## src/rtl/alc_pkg.sv

```systemverilog
package alc_pkg;
    localparam int SMP_W      = 16;
    localparam int CODE_W     = 8;
    localparam int MANT_W     = 16;
    localparam int MANT_FRAC  = 15;
    localparam int FRAC_STEPS = 16;
    localparam int OCT_UNITY  = 10;
    localparam logic [CODE_W-1:0] CODE_UNITY = 8'h91;
    localparam logic [CODE_W-1:0] CODE_TOP   = 8'hF1;
    localparam int IDX_OFS = FRAC_STEPS * OCT_UNITY - int'(CODE_UNITY);

    typedef enum logic [1:0] {
        ST_MANUAL  = 2'd0,
        ST_WAIT    = 2'd1,
        ST_ZC_PEND = 2'd2
    } alc_state_e;

    // 2^(f/16) in Q1.15
    function automatic logic [MANT_W-1:0] mant_lut(input logic [3:0] f);
        logic [MANT_W-1:0] m;
        unique case (f)
            4'd0:  m = 16'd32768;
            4'd1:  m = 16'd34219;
            4'd2:  m = 16'd35734;
            4'd3:  m = 16'd37316;
            4'd4:  m = 16'd38968;
            4'd5:  m = 16'd40693;
            4'd6:  m = 16'd42495;
            4'd7:  m = 16'd44376;
            4'd8:  m = 16'd46341;
            4'd9:  m = 16'd48393;
            4'd10: m = 16'd50535;
            4'd11: m = 16'd52773;
            4'd12: m = 16'd55109;
            4'd13: m = 16'd57549;
            4'd14: m = 16'd60097;
            default: m = 16'd62757;
        endcase
        return m;
    endfunction
endpackage

```

## src/rtl/alc_gain_mult.sv

```systemverilog
module alc_gain_mult
    import alc_pkg::*;
(
    input  logic                     clk,
    input  logic                     rst_n,
    input  logic                     in_valid,
    input  logic [CODE_W-1:0]        code,
    input  logic signed [SMP_W-1:0]  din,
    output logic signed [SMP_W-1:0]  dout,
    output logic                     dout_valid
);
    localparam int PROD_W = SMP_W + MANT_W + 2;
    localparam logic signed [PROD_W-1:0] SMAX =
        {{(PROD_W-SMP_W+1){1'b0}}, {(SMP_W-1){1'b1}}};
    localparam logic signed [PROD_W-1:0] SMIN = ~SMAX;

    logic [CODE_W-1:0]        c_sat;
    logic [CODE_W:0]          idx;
    logic [4:0]               oct;
    logic [3:0]               frac;
    logic [5:0]               shamt;
    logic signed [PROD_W-1:0] prod, bias, rnd, shf;
    logic signed [SMP_W-1:0]  y_n;

    always_comb begin
        c_sat = (code > CODE_TOP) ? CODE_TOP : code;
        idx   = {1'b0, c_sat} + (CODE_W+1)'(IDX_OFS);
        oct   = idx[8:4];
        frac  = idx[3:0];
        shamt = 6'(MANT_FRAC + OCT_UNITY) - {1'b0, oct};
        prod  = PROD_W'($signed(din)) * PROD_W'($signed({1'b0, mant_lut(frac)}));
        bias  = $signed(PROD_W'(1) << (shamt - 6'd1));
        rnd   = prod + bias;
        shf   = rnd >>> shamt;
        if (code == '0)
            y_n = '0;
        else if (shf > SMAX)
            y_n = SMAX[SMP_W-1:0];
        else if (shf < SMIN)
            y_n = SMIN[SMP_W-1:0];
        else
            y_n = shf[SMP_W-1:0];
    end

    always_ff @(posedge clk or negedge rst_n) begin
        if (!rst_n) begin
            dout       <= '0;
            dout_valid <= 1'b0;
        end else begin
            dout_valid <= in_valid;
            if (in_valid)
                dout <= y_n;
        end
    end


    mute_zero_chk: assert property (@(posedge clk) disable iff (!rst_n)
        (in_valid && code == '0) |=> (dout == '0));
endmodule

```

## src/rtl/alc_recovery_fsm.sv

```systemverilog
module alc_recovery_fsm
    import alc_pkg::*;
#(
    parameter int BASE_WAIT = 128,
    parameter int BASE_TMO  = 128
)(
    input  logic              clk,
    input  logic              rst_n,
    input  logic              auto_en,
    input  logic              smp_valid,
    input  logic              overload,
    input  logic              zc,
    input  logic              limit_evt,
    input  logic [1:0]        wait_sel,
    input  logic [1:0]        tmo_sel,
    input  logic [1:0]        step_sel,
    input  logic [CODE_W-1:0] ref_code,
    input  logic [CODE_W-1:0] man_code,
    output logic [CODE_W-1:0] vol_q,
    output alc_state_e        st_q
);
    localparam int LEN_MAX = ((BASE_WAIT > BASE_TMO) ? BASE_WAIT : BASE_TMO) * 8;
    localparam int CNT_W   = $clog2(LEN_MAX + 1);

    alc_state_e        st_n;
    logic [CNT_W-1:0]  cnt_q, cnt_n, tcnt_q, tcnt_n;
    logic [CNT_W-1:0]  wait_len, tmo_len;
    logic [CODE_W-1:0] vol_n, ref_c, target;
    logic [CODE_W:0]   raised;

    always_comb begin
        wait_len = CNT_W'(BASE_WAIT) << wait_sel;
        tmo_len  = CNT_W'(BASE_TMO) << tmo_sel;
        ref_c    = (ref_code > CODE_TOP) ? CODE_TOP : ref_code;
        raised   = {1'b0, vol_q} + {7'd0, step_sel} + 9'd1;
        target   = (raised >= {1'b0, ref_c}) ? ref_c : raised[CODE_W-1:0];
    end

    always_comb begin
        st_n   = st_q;
        cnt_n  = cnt_q;
        tcnt_n = tcnt_q;
        vol_n  = vol_q;
        if (!auto_en) begin
            st_n   = ST_MANUAL;
            cnt_n  = '0;
            tcnt_n = '0;
            if (st_q == ST_MANUAL)
                vol_n = man_code;
        end else begin
            unique case (st_q)
                ST_MANUAL: begin
                    st_n  = ST_WAIT;
                    cnt_n = '0;
                end
                ST_WAIT: begin
                    if (limit_evt)
                        cnt_n = '0;
                    else if (smp_valid) begin
                        if (overload)
                            cnt_n = '0;
                        else if (cnt_q >= wait_len - 1'b1) begin
                            cnt_n = '0;
                            if (vol_q < ref_c) begin
                                st_n   = ST_ZC_PEND;
                                tcnt_n = '0;
                            end
                        end else
                            cnt_n = cnt_q + 1'b1;
                    end
                end
                ST_ZC_PEND: begin
                    if (limit_evt) begin
                        st_n  = ST_WAIT;
                        cnt_n = '0;
                    end else if (smp_valid) begin
                        if (zc || tcnt_q >= tmo_len - 1'b1) begin
                            if (vol_q < ref_c)
                                vol_n = target;
                            st_n  = ST_WAIT;
                            cnt_n = '0;
                        end else
                            tcnt_n = tcnt_q + 1'b1;
                    end
                end
                default: st_n = ST_MANUAL;
            endcase
        end
    end

    always_ff @(posedge clk or negedge rst_n) begin
        if (!rst_n) begin
            st_q   <= ST_MANUAL;
            cnt_q  <= '0;
            tcnt_q <= '0;
            vol_q  <= CODE_UNITY;
        end else begin
            st_q   <= st_n;
            cnt_q  <= cnt_n;
            tcnt_q <= tcnt_n;
            vol_q  <= vol_n;
        end
    end


    step_cap_chk: assert property (@(posedge clk) disable iff (!rst_n)
        ($past(st_q) == ST_ZC_PEND && st_q == ST_WAIT && vol_q != $past(vol_q))
        |-> (vol_q <= $past(ref_c)));

    step_size_chk: assert property (@(posedge clk) disable iff (!rst_n)
        ($past(st_q) == ST_ZC_PEND && vol_q != $past(vol_q))
        |-> (vol_q > $past(vol_q) && (vol_q - $past(vol_q)) <= 8'd4));

    change_on_sample_chk: assert property (@(posedge clk) disable iff (!rst_n)
        (st_q != ST_MANUAL && $past(st_q) != ST_MANUAL && vol_q != $past(vol_q))
        |-> $past(smp_valid));

    pend_from_wait_chk: assert property (@(posedge clk) disable iff (!rst_n)
        (st_q == ST_ZC_PEND && $past(st_q) != ST_ZC_PEND)
        |-> ($past(st_q) == ST_WAIT && $past(smp_valid)));
endmodule

```

## src/rtl/alc_gain_engine.sv

```systemverilog
module alc_gain_engine
    import alc_pkg::*;
(
    input  logic                     clk,
    input  logic                     rst_n,
    input  logic                     smp_valid,
    input  logic signed [SMP_W-1:0]  in_l,
    input  logic signed [SMP_W-1:0]  in_r,
    input  logic                     limit_evt,
    input  logic                     auto_en,
    input  logic [SMP_W-1:0]         thr,
    input  logic [1:0]               wait_sel,
    input  logic [1:0]               tmo_sel,
    input  logic [1:0]               step_sel,
    input  logic [CODE_W-1:0]        ref_code,
    input  logic [CODE_W-1:0]        man_l,
    input  logic [CODE_W-1:0]        man_r,
    input  logic                     link,
    output logic signed [SMP_W-1:0]  out_l,
    output logic signed [SMP_W-1:0]  out_r,
    output logic                     out_valid,
    output logic [CODE_W-1:0]        vol_code
);
    localparam int NCH = 2;

    alc_state_e              st;
    logic [CODE_W-1:0]       vol;
    logic signed [SMP_W-1:0] din  [NCH];
    logic signed [SMP_W-1:0] dout [NCH];
    logic [CODE_W-1:0]       code_ch [NCH];
    logic [NCH-1:0]          vld, ovl, sgn_q, flip;
    logic                    zc;

    assign din[0] = in_l;
    assign din[1] = in_r;

    always_comb begin
        if (st == ST_MANUAL) begin
            code_ch[0] = man_l;
            code_ch[1] = link ? man_l : man_r;
        end else begin
            code_ch[0] = vol;
            code_ch[1] = vol;
        end
    end

    for (genvar ch = 0; ch < NCH; ch++) begin : g_ch
        logic [SMP_W:0] mag;
        assign mag      = din[ch][SMP_W-1] ? (~{1'b1, din[ch]} + 1'b1) : {1'b0, din[ch]};
        assign ovl[ch]  = mag > {1'b0, thr};
        assign flip[ch] = din[ch][SMP_W-1] ^ sgn_q[ch];

        alc_gain_mult u_mult (
            .clk        (clk),
            .rst_n      (rst_n),
            .in_valid   (smp_valid),
            .code       (code_ch[ch]),
            .din        (din[ch]),
            .dout       (dout[ch]),
            .dout_valid (vld[ch])
        );
    end

    always_ff @(posedge clk or negedge rst_n) begin
        if (!rst_n)
            sgn_q <= '0;
        else if (smp_valid)
            sgn_q <= {in_r[SMP_W-1], in_l[SMP_W-1]};
    end

    assign zc = |flip;

    alc_recovery_fsm u_fsm (
        .clk       (clk),
        .rst_n     (rst_n),
        .auto_en   (auto_en),
        .smp_valid (smp_valid),
        .overload  (|ovl),
        .zc        (zc),
        .limit_evt (limit_evt),
        .wait_sel  (wait_sel),
        .tmo_sel   (tmo_sel),
        .step_sel  (step_sel),
        .ref_code  (ref_code),
        .man_code  (man_l),
        .vol_q     (vol),
        .st_q      (st)
    );

    assign out_l     = dout[0];
    assign out_r     = dout[1];
    assign out_valid = &vld;
    assign vol_code  = code_ch[0];
endmodule

```

## config.mk

```make
export PLATFORM = sky130hd
export DESIGN_NAME = alc_gain_engine
export DESIGN_NICKNAME = d
export VERILOG_FILES = /design/src/rtl/alc_pkg.sv /design/src/rtl/alc_gain_mult.sv /design/src/rtl/alc_recovery_fsm.sv /design/src/rtl/alc_gain_engine.sv
export SDC_FILE = /design/constraint.sdc
export NUM_CORES = 2
export LEC_CHECK = 0
export CORE_ASPECT_RATIO = 0.75
export CORE_MARGIN = 10
export CORE_UTILIZATION = 30
export DETAILED_ROUTE_END_ITERATION = 12
export SYNTH_ARGS = -nofsm -noshare
export SYNTH_HDL_FRONTEND = slang
export SYNTH_SLANG_ARGS = --single-unit
```

## constraint.sdc

```tcl
create_clock -name clk -period 38.8 [get_ports clk]
set_input_delay 7.76 -clock clk [delete_from_list [all_inputs] [get_ports clk]]
set_output_delay 7.76 -clock clk [all_outputs]
set_load 0.05 [all_outputs]
```

* Yosys cells after proc, flatten, opt, wreduce, memory -nomap -nowiden
Memories as Yosys holds them, arrays and structs flattened.
Cells that the tools add are included.
** Cells by class
- Eq/ne operators :: 20
- Multiplexer cells :: 50
- $add $sub $neg :: 16
- Multiply operators :: 2
- Magnitude comparators :: 13
- Reductions and logical operators :: 11
- Bitwise gates (word level) :: 4
- Shifts and indexed selects :: 6
** Operators with widths (number)
- two-way mux 11 bit :: 17
- two-way mux 16 bit :: 7
- two-way mux 8 bit :: 12
- adder 34 bit :: 2
- > comparator 34 x 16 -> 1 bit, second input constant :: 2
- less-than comparator 34 x 16 -> 1 bit, second input constant :: 2
- left shift 1 x 6 -> 34 bit, first input constant :: 2
- >>> shifter 34 x 6 -> 34 bit :: 2
- multiplier 16 x 17 -> 33 bit :: 2
- adder 17 x 1 -> 17 bit, second input constant :: 2
- > comparator 17 x 16 -> 1 bit :: 2
- two-way mux 17 bit :: 2
- NOT 17 bit :: 2
- one-hot mux 11 bit (3 select lines) :: 1
- > comparator 8 bit, second input constant :: 3
- adder 11 x 1 -> 11 bit, second input constant :: 2
- >= comparator 11 bit :: 2
- one-hot mux 11 bit (2 select lines) :: 1
- left shift 8 x 2 -> 11 bit, first input constant :: 2
- subtractor 11 x 1 -> 11 bit, second input constant :: 2
- adder 8 x 4 -> 9 bit, second input constant :: 2
- two-way mux 2 bit :: 9
- inequality test 3 bit, second input constant :: 6
- logical NOT 8 bit :: 2
- other kinds (25) :: 34
** Word-level totals
- Output and inout port bits :: 41
- Memories kept :: 2
- Bits in read-only memories :: 480
- Logic and storage cells :: 132
- Input port bits :: 84
- Register bits :: 67
** Memory list
- (name not given) :: depth 16, width 15, rd ports 1, clocked after memory_dff 0, write ports 0, RTL line alc_pkg.sv:21 : unique case (f)
- (name not given) :: depth 16, width 15, rd ports 1, clocked after memory_dff 0, write ports 0, RTL line alc_pkg.sv:21

* Depth between registers and ports, before layout
- Word-level depth :: 14
- Gate-level depth with buffers :: 61
- Gate-level depth less buffers :: 55

* Cells and area by module
From an unflattened synthesis, not the netlist that was laid out.
** Second synthesis, totals
- Cells, all modules :: 4205
- Area total of the unflattened synthesis :: 33186.8 um^2
** Modules (own cells, without submodules)
- alc_gain_mult at g_ch[1].u_mult :: instances 1, area an instance 14557.7 um^2, seq. area each 425.4 um^2, cells an instance 1852
- alc_gain_mult at g_ch[0].u_mult :: instances 1, area an instance 14184.9 um^2, seq. area each 425.4 um^2, cells an instance 1796
- alc_recovery_fsm :: instances 1, area an instance 2693.8 um^2, seq. area each 804.5 um^2, cells an instance 315
- alc_gain_engine :: instances 1, area an instance 1750.4 um^2, seq. area each 50.0 um^2, cells an instance 242

* Least setup slack after synthesis
No wires, ideal clock.
- Path type :: in2reg
- Start :: input man_l[3]
- End :: register g_ch[0].u_mult.dout[10]
- Required time :: 38730 ps
- Path buffers :: 3
- Library setup time :: 70 ps
- Stages on the path :: 49
- Arrival :: 19433 ps
- Setup slack :: 19296 ps
- Path through :: mux2i_2 clkinv_1 o21a_1 nand2b_1 ha_1 clkbuf_1 o21ai_0 a21oi_1 o22ai_1 a211oi_1 clkbuf_1 nand2_1 fa_1 inv_1 fa_1 fa_1 fa_1 fa_1 (+13 left out) a21o_1 a21oi_1 xnor2_1 ha_1 and4_1 a221oi_2 nor2_1 a211oi_1 xor2_1 a221o_1 a2111oi_4 a2111oi_1 a221o_1 or3b_4 o41ai_4 buf_6 a22oi_2 nand3_1
** On the way
- Cells in the longest elaborated chain, start to end :: 13
- Elaborated cells on any way between the ends :: 17
- Classes of those cells :: add/sub (4); mul (1); order compare (3); shift (2); mux (5); reduce/logical (1); memory (1)
** Ends and longest elaborated chain
- from (decl) :: RTL line alc_gain_engine.sv:16 : input logic [CODE_W-1:0] man_l,
- two-way mux 16 bit (*) :: RTL line alc_gain_engine.sv:38 : if (st == ST_MANUAL) begin
- via vol_code[3] :: RTL line alc_gain_engine.sv:22 : output logic [CODE_W-1:0] vol_code
- branches (longest 11 deep; another with adder 34 bit)
- two-way mux 16 bit (*) :: RTL line alc_gain_mult.sv:35 : if (code == '0)
- to (signal assigned) :: RTL line alc_gain_mult.sv:52 : dout <= y_n;
- to (decl) :: RTL line alc_gain_mult.sv:9 : output logic signed [SMP_W-1:0] dout,
Mark *: on every way through the listed nets, which the timed path passes.
A chain may end at the register's enable or synchronous reset.

* Worst setup path in the final report
- Start :: input man_l[3]
- End :: register g_ch[0].u_mult.dout[1]
** On the way
- Cells in the longest elaborated chain, start to end :: 13
- Elaborated cells on any way between the ends :: 17
- Classes of those cells :: add/sub (4); mul (1); order compare (3); shift (2); mux (5); reduce/logical (1); memory (1)
** Ends and longest elaborated chain (RTL line)
- two-way mux 16 bit (*) :: alc_gain_engine.sv:38
- branches (longest 11 deep; another with adder 34 bit)
- two-way mux 16 bit (*) :: alc_gain_mult.sv:35
Mark *: on every way between the ends.

==> metrics.txt <==
Finished Layout Cells 5931; Total GRT Usage 17.0%; initial core utilization 30.3%; EDFF count, synth 0; WP data arrival 22.84 ns; chip width 408 um; CTS sink cnt 67; Detailed Route Iter0 Violations 2920; setup TNS 0 ns; GP Congestion 0.947; first-pass GRT wire length 177000 um; RSZ-0062 raised after global routing false; row count 106; Tcrit/Tclk final 58.2%; slowest stage cell, crit path o41ai_4; total number of vias 31600; Slew @ Worst Pin 1.19 ns; Die H 311 um; die area 0.127 sq mm; Pre-antenna DRT Iters 6; FF+latch count, synth 67; Remaining Overflow, GRT 0; initial antenna violation count 8; # resized after CTS 0; CP endpoint kind flop; synth unique cells 119; post-layout min period 22.58 ns; fin nets 5274; sequential fraction of the synthesis area 4.96%; yosys warns 0; MaxCap Viol Count 0; fin. max-slew vios 0; reg2reg start u_fsm.st_q[0]; Post-synth top flop dfrtp_1; root buf cell clkbuf_16; IO Port Bufs 124; final core utilization 33.1%; routed length per instance 18.8 um; CTS tree yes; most used cell, CP fa_1; Final WS setup 16.22 ns; DR DRC count 0; TritonCTS buffer count 9; Crit. Startpoint man_l[3]; H-Tree Depth 3; dpl ws 16.08 ns; reg2reg setup slack 22.85 ns; crit-path max cell delay 1.01 ns; Skew-Pair Late Insertion Delay 0.34 ns; dpl cells 5913; outcome complete, no violations; synthesized instance count 4425; Hold WC Path Type reg2reg; count of final setup violators 0; Routed Antenna Nets 0; share of layout cells above drive strength 1 4.69%; ys async rst share 100%; Crit Path Category in2reg; drt total wl 112000 um; Max clock buf depth 2; Core Box Area 0.112 sq mm; DPL Wire Length 91700 um; Critical Path Source Type input port; f_max 44.3 MHz; vias in the first global route 30700; syn_area_per_cell 7.66 sq um; Hold Path Origin g_ch[0].u_mult.dout[15]; Final Skew 0.0128 ns; I/O Pins 125; final hold vios 0; Area growth syn-to-layout 9.03%; via/cell ratio 5.33; pin count of the biggest net entering global routing 68; # Post-CTS Setup Buffers 0; Rel. slew slack 20.4%; # hold bufs at CTS 0; Post-Syn Area 0.0339 sq mm; CP required 39.06 ns; crit path max fanout 15; Clock transition at path regs 0.06 ns
[cells in the final DEF (no fill, tap or decap), types with 104 or more instances in the layout]
| cell | Yosys | routed |
|---|---|---|
| clkdlybuf4s50_1 | 0 | 123 |
| fa_1 | 393 | 393 |
| o21ai_0 | 186 | 185 |
| and2_1 | 191 | 191 |
| xnor2_1 | 117 | 113 |
| nor2_1 | 363 | 363 |
| nor3_1 | 108 | 108 |
| inv_1 | 616 | 616 |
| nand3_1 | 104 | 104 |
| nand2_1 | 488 | 488 |
| ha_1 | 385 | 384 |
| a21oi_1 | 253 | 250 |
[registers in the layout, indices dropped and copies added (netlist names)]
signal / cells
u_fsm.cnt_q: 11
sgn_q: 2
u_fsm.st_q: 2
g_ch.u_mult.dout: 32
g_ch.u_mult.dout_valid: 1
u_fsm.vol_q: 8
u_fsm.tcnt_q: 11
[synth_stat cells (82+ instances only)]
cell / number / area [sq um]
inv_1: 616 / 2310
nand2_1: 488 / 1830
fa_1: 393 / 7870
ha_1: 385 / 4820
nor2_1: 363 / 1360
a21oi_1: 253 / 1270
and2_1: 191 / 1190
o21ai_0: 186 / 931
clkbuf_1: 161 / 604
xnor2_1: 117 / 1020
nor3_1: 108 / 541
nand3_1: 104 / 521
a21o_1: 82 / 616
[kinds of logic after synthesis]
family	share of synthesized area, %
DFF	4.96
other	0.0222
muxes	2.94
xor gates and xnor gates	4.26
adders and majority gates	37.4
buffers and inverters	9.72
AOI/OAI and AO/OA	19.5
and+or+nand+nor	21.2
[per-layer routing]
| layer | GRT usage (%) | vias to the layer above | routed length, um |
|---|---|---|---|
| li1 | - | 14900 | - |
| met1 | 26.0 | 15300 | 54000 |
| met2 | 24.5 | 1286 | 45800 |
| met3 | 3.63 | 101 | 10200 |
| met4 | 2.47 | 10 | 1600 |
| met5 | 0 | - | 61 |
[critical path, delay by kind of cell]
family          cells  cell delay, ns
fa+ha+maj           9            4.33
mux                 2            0.98
simple gates       10            2.23
xor+xnor            2            0.51
compound gates     13            5.62
buf+inv             7            1.42
[final cells by class]
cell class / count / area, sq um
flip-flops and latches: 67 / 1680
diodes: 2 / 5.00
fillers: 11900 / 74800
clock inverters: 6 / 47.5
well taps: 1512 / 1890
inverters: 627 / 2350
clock buffers: 10 / 239
multi-input cells: 3522 / 29000
repair buffers: 185 / 1700
[through the flow]
stage / area [sq um] / hold WS [ns]
3_3_place_gp: 36700 / 0.467
4_1_cts: 37000 / 0.491
2_1_floorplan: 33900 / 0.445
3_5_place_dp: 36700 / 0.478
5_1_grt: 37000 / 0.523
6_report: 37000 / 0.502
[worst paths after layout]
check / to / depth (start not counted)
setup / recovery: g_ch[0].u_mult.dout[1] / 43
hold / removal: g_ch[0].u_mult.dout[15] / 1
setup reg to reg: g_ch[0].u_mult.dout[1] / 44
hold reg to reg: g_ch[0].u_mult.dout[15] / 1
max in group asynchronous: g_ch[0].u_mult.dout[6] / 1
min in group asynchronous: g_ch[1].u_mult.dout[6] / 1
Power is left out: the tool's default activity adds up to more than one toggle a clock period on the data nets, which glitch-free logic cannot reach.
